**src/rtl/ddr_init_pkg.sv**
```systemverilog
package ddr_init_pkg;

  localparam int BA_W   = 2;
  localparam int ADDR_W = 12;

  // Encoding of {ras_n, cas_n, we_n} with chip select low
  typedef enum logic [2:0] {
    CMD_MODE = 3'b000,
    CMD_REF  = 3'b001,
    CMD_PRE  = 3'b010,
    CMD_NOP  = 3'b111
  } ddr_cmd_e;

  typedef struct packed {
    ddr_cmd_e            cmd;
    logic [BA_W-1:0]     ba;
    logic [ADDR_W-1:0]   addr;
  } ddr_word_t;

  // Mode register image: latency, burst order, length, DLL reset flag
  function automatic logic [ADDR_W-1:0] mode_image(input logic [2:0] cl_code,
                                                   input logic       bt_il,
                                                   input logic [2:0] bl_code,
                                                   input logic       dll_rst);
    logic [ADDR_W-1:0] w;
    w      = '0;
    w[2:0] = bl_code;
    w[3]   = bt_il;
    w[6:4] = cl_code;
    w[8]   = dll_rst;
    return w;
  endfunction

  function automatic logic [ADDR_W-1:0] prea_image();
    logic [ADDR_W-1:0] w;
    w     = '0;
    w[10] = 1'b1;
    return w;
  endfunction

  function automatic int max_of4(input int a, input int b, input int c, input int d);
    int m;
    m = a;
    if (b > m) m = b;
    if (c > m) m = c;
    if (d > m) m = d;
    return m;
  endfunction

endpackage

```
**src/rtl/ddr_init_timer.sv**
```systemverilog
module ddr_init_timer #(
  parameter int W       = 8,
  parameter int RST_VAL = 0
) (
  input  logic         clk,
  input  logic         rst_n,
  input  logic         load,
  input  logic [W-1:0] val,
  output logic         zero
);
  logic [W-1:0] cnt_q;

  always_ff @(posedge clk or negedge rst_n) begin
    if (!rst_n)             cnt_q <= W'(RST_VAL);
    else if (load)          cnt_q <= val;
    else if (cnt_q != '0)   cnt_q <= cnt_q - 1'b1;
  end

  assign zero = (cnt_q == '0);
endmodule

```
**src/rtl/ddr_init_step_rom.sv**
```systemverilog
module ddr_init_step_rom import ddr_init_pkg::*; #(
  parameter int         SW       = 3,
  parameter int         TW       = 8,
  parameter int         CKE_LEAD = 1,
  parameter int         T_RP     = 5,
  parameter int         T_RFC    = 19,
  parameter int         T_MRD    = 2,
  parameter int         NUM_REF  = 2,
  parameter logic [2:0] CL_CODE  = 3'b101,
  parameter logic       BT_IL    = 1'b0,
  parameter logic [2:0] BL_CODE  = 3'b010
) (
  input  logic [SW-1:0] idx,
  output ddr_word_t     word,
  output logic [TW-1:0] gap
);
  localparam int REF_LO = 5;
  localparam int REF_HI = REF_LO + NUM_REF - 1;

  int i;
  assign i = int'(idx);

  always_comb begin
    word.cmd  = CMD_NOP;
    word.ba   = '0;
    word.addr = '0;
    gap       = TW'(T_MRD);
    if (i == 0) begin
      gap = TW'(CKE_LEAD);
    end else if (i == 1 || i == 4) begin
      word.cmd  = CMD_PRE;
      word.addr = prea_image();
      gap       = TW'(T_RP);
    end else if (i == 2) begin
      word.cmd = CMD_MODE;
      word.ba  = BA_W'(1);
    end else if (i == 3) begin
      word.cmd  = CMD_MODE;
      word.addr = mode_image(CL_CODE, BT_IL, BL_CODE, 1'b1);
    end else if (i >= REF_LO && i <= REF_HI) begin
      word.cmd = CMD_REF;
      gap      = TW'(T_RFC);
    end else begin
      word.cmd  = CMD_MODE;
      word.addr = mode_image(CL_CODE, BT_IL, BL_CODE, 1'b0);
    end
  end
endmodule

```
**src/rtl/ddr_init_cmd_drv.sv**
```systemverilog
module ddr_init_cmd_drv import ddr_init_pkg::*; (
  input  logic              clk,
  input  logic              rst_n,
  input  logic              issue,
  input  ddr_word_t         word,
  input  logic              cke_set,
  output logic              cke,
  output logic              cs_n,
  output logic              ras_n,
  output logic              cas_n,
  output logic              we_n,
  output logic [BA_W-1:0]   ba,
  output logic [ADDR_W-1:0] addr
);
  always_ff @(posedge clk or negedge rst_n) begin
    if (!rst_n) begin
      cke                   <= 1'b0;
      {ras_n, cas_n, we_n}  <= CMD_NOP;
      ba                    <= '0;
      addr                  <= '0;
    end else begin
      cke <= cke | cke_set;
      if (issue) begin
        {ras_n, cas_n, we_n} <= word.cmd;
        ba                   <= word.ba;
        addr                 <= word.addr;
      end else begin
        {ras_n, cas_n, we_n} <= CMD_NOP;
        ba                   <= '0;
        addr                 <= '0;
      end
    end
  end

  assign cs_n = 1'b0;
endmodule

```
**src/rtl/ddr_init_seq.sv**
```systemverilog
module ddr_init_seq import ddr_init_pkg::*; #(
  parameter int         STABLE_CYC   = 50000,
  parameter int         CKE_LEAD     = 1,
  parameter int         T_RP         = 5,
  parameter int         T_RFC        = 19,
  parameter int         T_MRD        = 2,
  parameter int         NUM_REF      = 2,
  parameter int         DLL_LOCK_CYC = 200,
  parameter logic [2:0] CL_CODE      = 3'b101,
  parameter logic       BT_IL        = 1'b0,
  parameter logic [2:0] BL_CODE      = 3'b010
) (
  input  logic              clk,
  input  logic              rst_n,
  input  logic              restart_init,
  output logic              cke,
  output logic              cs_n,
  output logic              ras_n,
  output logic              cas_n,
  output logic              we_n,
  output logic [BA_W-1:0]   ba,
  output logic [ADDR_W-1:0] addr,
  output logic              init_done
);
  localparam int NSTEP    = 6 + NUM_REF;
  localparam int SW       = $clog2(NSTEP);
  localparam int DLL_IDX  = 3;
  localparam int LAST_IDX = NSTEP - 1;
  localparam int TW       = $clog2(max_of4(STABLE_CYC, T_RFC, T_RP, CKE_LEAD) + 1);
  localparam int LW       = $clog2(DLL_LOCK_CYC + 1);

  logic [SW-1:0] step_q;
  logic          running_q;
  logic          done_q;
  ddr_word_t     word;
  logic [TW-1:0] gap;
  logic          tmr_zero, lock_zero;

  // Named internal events
  logic fire_evt, dll_rst_evt, seq_end_evt, restart_evt, ready_evt, cke_evt;

  assign fire_evt    = running_q && tmr_zero;
  assign dll_rst_evt = fire_evt && (step_q == SW'(DLL_IDX));
  assign seq_end_evt = fire_evt && (step_q == SW'(LAST_IDX));
  assign cke_evt     = fire_evt && (step_q == '0);
  assign restart_evt = done_q && restart_init;
  assign ready_evt   = !running_q && tmr_zero && lock_zero && !done_q;

  ddr_init_step_rom #(
    .SW(SW), .TW(TW), .CKE_LEAD(CKE_LEAD), .T_RP(T_RP), .T_RFC(T_RFC),
    .T_MRD(T_MRD), .NUM_REF(NUM_REF), .CL_CODE(CL_CODE), .BT_IL(BT_IL),
    .BL_CODE(BL_CODE)
  ) rom_i (
    .idx(step_q), .word(word), .gap(gap)
  );

  ddr_init_timer #(.W(TW), .RST_VAL(STABLE_CYC - 1)) gap_tmr_i (
    .clk(clk), .rst_n(rst_n), .load(fire_evt), .val(gap - 1'b1), .zero(tmr_zero)
  );

  ddr_init_timer #(.W(LW), .RST_VAL(0)) lock_tmr_i (
    .clk(clk), .rst_n(rst_n), .load(dll_rst_evt), .val(LW'(DLL_LOCK_CYC - 1)),
    .zero(lock_zero)
  );

  always_ff @(posedge clk or negedge rst_n) begin
    if (!rst_n) begin
      step_q    <= '0;
      running_q <= 1'b1;
      done_q    <= 1'b0;
    end else if (restart_evt) begin
      step_q    <= SW'(DLL_IDX);
      running_q <= 1'b1;
      done_q    <= 1'b0;
    end else begin
      if (seq_end_evt)   running_q <= 1'b0;
      else if (fire_evt) step_q    <= step_q + 1'b1;
      if (ready_evt)     done_q    <= 1'b1;
    end
  end

  ddr_init_cmd_drv drv_i (
    .clk(clk), .rst_n(rst_n), .issue(fire_evt), .word(word), .cke_set(cke_evt),
    .cke(cke), .cs_n(cs_n), .ras_n(ras_n), .cas_n(cas_n), .we_n(we_n),
    .ba(ba), .addr(addr)
  );

  assign init_done = done_q;
endmodule

```
**config.mk**
```make
export PLATFORM = sky130hd
export DESIGN_NAME = ddr_init_seq
export DESIGN_NICKNAME = d
export VERILOG_FILES = /design/src/rtl/ddr_init_pkg.sv /design/src/rtl/ddr_init_timer.sv /design/src/rtl/ddr_init_step_rom.sv /design/src/rtl/ddr_init_cmd_drv.sv /design/src/rtl/ddr_init_seq.sv
export SDC_FILE = /design/constraint.sdc
export NUM_CORES = 1
export LEC_CHECK = 0
export CORE_ASPECT_RATIO = 1.2
export CORE_MARGIN = 2
export CORE_UTILIZATION = 50
export DETAILED_ROUTE_END_ITERATION = 6
export GPL_TIMING_DRIVEN = 0
export PLACE_DENSITY = 0.83
export SETUP_SLACK_MARGIN = 0.3
export SYNTH_ARGS = -nofsm -noshare
export SYNTH_HDL_FRONTEND = slang
export SYNTH_SLANG_ARGS = --single-unit
```
**constraint.sdc**
```tcl
create_clock -name clk -period 3.4 [get_ports clk]
set_input_delay 0.85 -clock clk [delete_from_list [all_inputs] [get_ports clk]]
set_output_delay 0.85 -clock clk [all_outputs]
set_load 0.03 [all_outputs]
```
==> qor_table.md <==
| Stage | Parameter | Reported |
|---|---|---|
| die | Die width | 62.0 microns |
| final layout | Area growth syn-to-layout | 18.2% |
| drt | Post-DR wirelength/cell | 12.7 microns |
| logic synthesis | Share of flip-flops with an asynchronous set or reset after synthesis | 1.00 |
| drt | Length of the first detailed-routing pass in iterations | 4 |
| logic synthesis | Total of warnings raised by yosys | 0 |
| setup path | Reg-to-reg startpoint | gap_tmr_i.cnt_q[9] |
| placement | Post-DP HPWL | 2460 microns |
| drt | Highest signal layer in the routed design | met4 |
| clock network | Clock insertion delay at the later pin of the skew report | 0.28 ns |
| timing | Rel. slew slack | 0.481 |
| placement | Placed Area | 2240 sq um |
| timing | Final Max Tran Viols | 0 |
| grt | Wire length of the first global-routing pass | 5710 microns |
| clock network | Number of buffers created by CTS | 5 |
| setup path | Maximum fanout encountered on the critical timing path | 9 |
| timing | Part of the cycle the worst path needs | 0.878 |
| grt | Largest net degree at the start of global routing | 38 |
| pwr | P_sw | 0.617 mW |
| drt | Iteration-0 DRC Markers | 47 |
| drt | DR vias | 1426 |
| clock network | Total clock sinks | 37 |
| pwr | Worst-case vdd ir drop | 0.000340 V |
| drt | Met3 wire length | 135 microns |
| logic synthesis | Mean instance size in the synthesized netlist | 10.7 sq um |
| clock network | TritonCTS clock tree | yes |
| clock network | Worst-path clk slew | 0.07 ns |
| die | Area of the die | 4570 sq um |
| timing | Maximum clock frequency | 0.335 GHz |
| pwr | Combinational fraction of design power | 0.349 |
| die | Starting Density | 0.517 |
| setup path | Worst R2R Setup Slack | 0.42 ns |
| timing | Worst-case clock skew | 0.00432 ns |
| logic synthesis | Sequential element share of the synthesized area | 0.466 |
| pwr | Sequential group share of total power | 0.478 |
| final layout | Antenna diode instance count | 0 |
| logic synthesis | Synth Register Bits | 37 |
| die | Height of the die | 73.6 microns |
| drt | Drt total wl | 3450 microns |
| setup path | Data arrival time of the worst path | 3.15 ns |
| final layout | Layout Nets | 228 |
| logic synthesis | Post-synth cell types | 46 |
| die | Total number of placement rows | 25 |
| final layout | Fill cell total of the finished layout | 334 |
| setup path | Critical path endpoint category | register |
| logic synthesis | Number of synthesized flops with an enable pin | 0 |
| die | Area of the core | 3910 sq um |
| drt | Via/cell ratio | 5.24 |
| die | Number of top-level pins | 23 |
| grt | Overflow left after global routing | 0 |
| final layout | Area of all placed cells without fillers | 2390 sq um |
| grt | All-layer global routing usage | 0.170 |
| logic synthesis | Cell count after synthesis | 188 |
| drt | Met2 wire len | 1710 microns |
| clock network | Quantity of hold-fixing buffers added after cts | 0 |
| setup path | Worst Setup Start Kind | register |
| logic synthesis | Area of the mapped netlist | 2020 sq um |
| placement | Number of input and output port buffers inserted | 13 |
| final layout | Fraction of layout cells with a size suffix above 1 | 0.257 |
| grt | Initial antenna violation count | 0 |
| setup path | Required time of the critical path | 3.57 ns |
| pwr | Pint | 1.02 mW |
| timing | Total Neg Setup Slack | 0 ns |
| timing | Hold Vio Cnt, Final | 0 |
| pwr | Leakage power of the design | 1.02 nW |
| worst hold path | WHS Path Cells | 1 |
| run | Number of maximum-capacitance constraint violations | 0 |
| drt | DRC violations left | 0 |
| clock network | H-tree depth | 2 |
| logic synthesis | Most instantiated flip-flop cell in the synthesis netlist | sky130_fd_sc_hd__dfrtp_1 |
| setup path | Number of cells on the worst reg-to-reg path | 11 |
| timing | Final setup vio count | 0 |
| drt | Wire length the detailed router placed on met1 | 1540 microns |
| outcome | Status | finished, final reports clean |
| placement | GPL Wtd Cong | 0.771 |
| pwr | Relative contribution of the clock network to total power | 0.174 |
| grt | Vias in the first global route | 1265 |
| timing | Post-layout min period | 2.98 ns |
| drt | Antenna viol nets, final | 0 |
| worst hold path | Start point of the worst min-delay path | gap_tmr_i.cnt_q[15] |
| pwr | Cell area power density | 686 nW/um^2 |
| timing | Worst Tran Pin Value | 0.778 ns |
| setup path | Endpoint of the most critical register-to-register path | gap_tmr_i.cnt_q[10] |
| timing | RSZ-0062 raised after global routing | no |
| clock network | Master cell of the clock root buffer | sky130_fd_sc_hd__clkbuf_8 |
| setup path | Setup CP Type | reg -> reg |
| worst hold path | Worst hold path endpoint | gap_tmr_i.cnt_q[15] |
| final layout | Core Util, Final | 0.611 |
| clock network | Number of buffers on the longest clock path | 2 |
| pwr | Share of total power consumed by net switching | 0.377 |
| worst hold path | Path category of the worst min-delay check | reg -> reg |
==> cell usage after synthesis (all sizes together) (2+ instances only) <==
cell    count  share of area
o31ai       3          0.018
buf        12          0.046
nor2       11          0.020
or3         7          0.022
nand2b      3         0.0093
o21ai       4         0.0099
ha          8          0.050
nor3       17          0.050
dfrtp      24           0.30
nand2      16          0.030
nor4b       2          0.024
nor2b       3         0.0093
or4         2         0.0093
and3        2         0.0062
xnor2       5          0.022
a21oi       8          0.020
or3b        2         0.0087
nor4        8          0.040
inv         9          0.017
o211ai      3          0.011
nand3       4         0.0099
dfstp      13           0.17
xor2        8          0.035
==> power by group through the flow <==
stage | logic, mW | registers [mW] | clock network [mW]
after floorplan | 0.456 | 0.742 | 0
after global placement | 0.522 | 0.773 | 0
after detailed placement | 0.537 | 0.780 | 0
after CTS | 0.548 | 0.772 | 0.291
after global routing | 0.641 | 0.803 | 0.315
final | 0.572 | 0.783 | 0.284
==> per-stage QoR <==
| stage | hold slack [ns] | std cells | setup WS, ns | power [mW] |
|---|---|---|---|---|
| 2_1_floorplan | 0.444 | 196 | 0.593 | 1.20 |
| 3_3_place_gp | 0.458 | 263 | 0.343 | 1.29 |
| 3_5_place_dp | 0.463 | 263 | 0.282 | 1.32 |
| 4_1_cts | 0.478 | 272 | 0.308 | 1.61 |
| 5_1_grt | 0.495 | 272 | 0.300 | 1.76 |
| 6_report | 0.483 | 272 | 0.416 | 1.64 |
==> worst max-delay path, stage by stage (launching register included) <==
cell and delay (ns):
sky130_fd_sc_hd__dfstp_2 0.39, sky130_fd_sc_hd__or4_4 0.55, sky130_fd_sc_hd__or3_1 0.33, sky130_fd_sc_hd__buf_6 0.18
sky130_fd_sc_hd__nor4b_4 0.43, sky130_fd_sc_hd__nor2_1 0.08, sky130_fd_sc_hd__ha_2 0.20, sky130_fd_sc_hd__or3b_4 0.24
sky130_fd_sc_hd__or2_2 0.15, sky130_fd_sc_hd__or3_1 0.12, sky130_fd_sc_hd__nor3_2 0.04, sky130_fd_sc_hd__xor2_1 0.15
==> layer usage <==
metal | GRT usage | vias up
met3 | 0.0423 | 7
li1 | - | 710
met2 | 0.265 | 37
met4 | 0.0780 | 0
met5 | 0 | -
met1 | 0.219 | 672
==> logic make-up after synthesis <==
kind of cell / count (synthesis) / synth area share
DFF: 37 / 0.466
other: 1 / 0.00186
adders and majority gates: 8 / 0.0495
and+or+nand+nor: 80 / 0.251
buffers and inverters: 21 / 0.0632
muxes: 1 / 0.00495
xor gates and xnor gates: 13 / 0.0563
AOI/OAI and AO/OA: 27 / 0.107
==> sequential cells by signal, summed over array words and instances (netlist names), 3 cells and up <==
name,flops
drv_i.addr,3
lock_tmr_i.cnt_q,8
step_q,3
gap_tmr_i.cnt_q,16
==> worst max path at each step <==
stage | startpoint | to | slack (ns) | depth (start not counted)
after detailed placement | step_q[0] | gap_tmr_i.cnt_q[10] | 0.28 | 12
final | gap_tmr_i.cnt_q[9] | gap_tmr_i.cnt_q[10] | 0.42 | 11
after floorplan | step_q[0] | gap_tmr_i.cnt_q[10] | 0.59 | 12
after global routing | step_q[1] | gap_tmr_i.cnt_q[10] | 0.30 | 12
after CTS | step_q[0] | gap_tmr_i.cnt_q[10] | 0.31 | 12
after global placement | step_q[0] | gap_tmr_i.cnt_q[10] | 0.34 | 12
==> placed cells by master (no fill, tap or decap), types with 8 or more instances in the layout <==
master and count:
sky130_fd_sc_hd__conb_1 9, sky130_fd_sc_hd__clkdlybuf4s50_1 12, sky130_fd_sc_hd__dfstp_2 13, sky130_fd_sc_hd__dfrtp_1 22, sky130_fd_sc_hd__xor2_1 8, sky130_fd_sc_hd__nor3_1 13
sky130_fd_sc_hd__buf_4 12, sky130_fd_sc_hd__nor2_1 11, sky130_fd_sc_hd__nand2_1 16
==> area by class of cell <==
class                           count  area (sq um)  share of cell area
Multi-Input combinational cell    138          1040               0.434
Sequential cell                    37           945               0.395
Timing Repair Buffer               14           133              0.0555
Buffer                             12          93.8              0.0393
Clock buffer                        8          80.1              0.0335
Tap cell                           54          67.6              0.0283
Inverter                            9          33.8              0.0141
==> timing repair <==
action	in CTS	in global routing
hold endpoints to repair	0	0
setup buffers	1	0
gates resized for setup	1	13
endpoints found under the setup margin	1	2
Power figures use the tool's default switching activity.
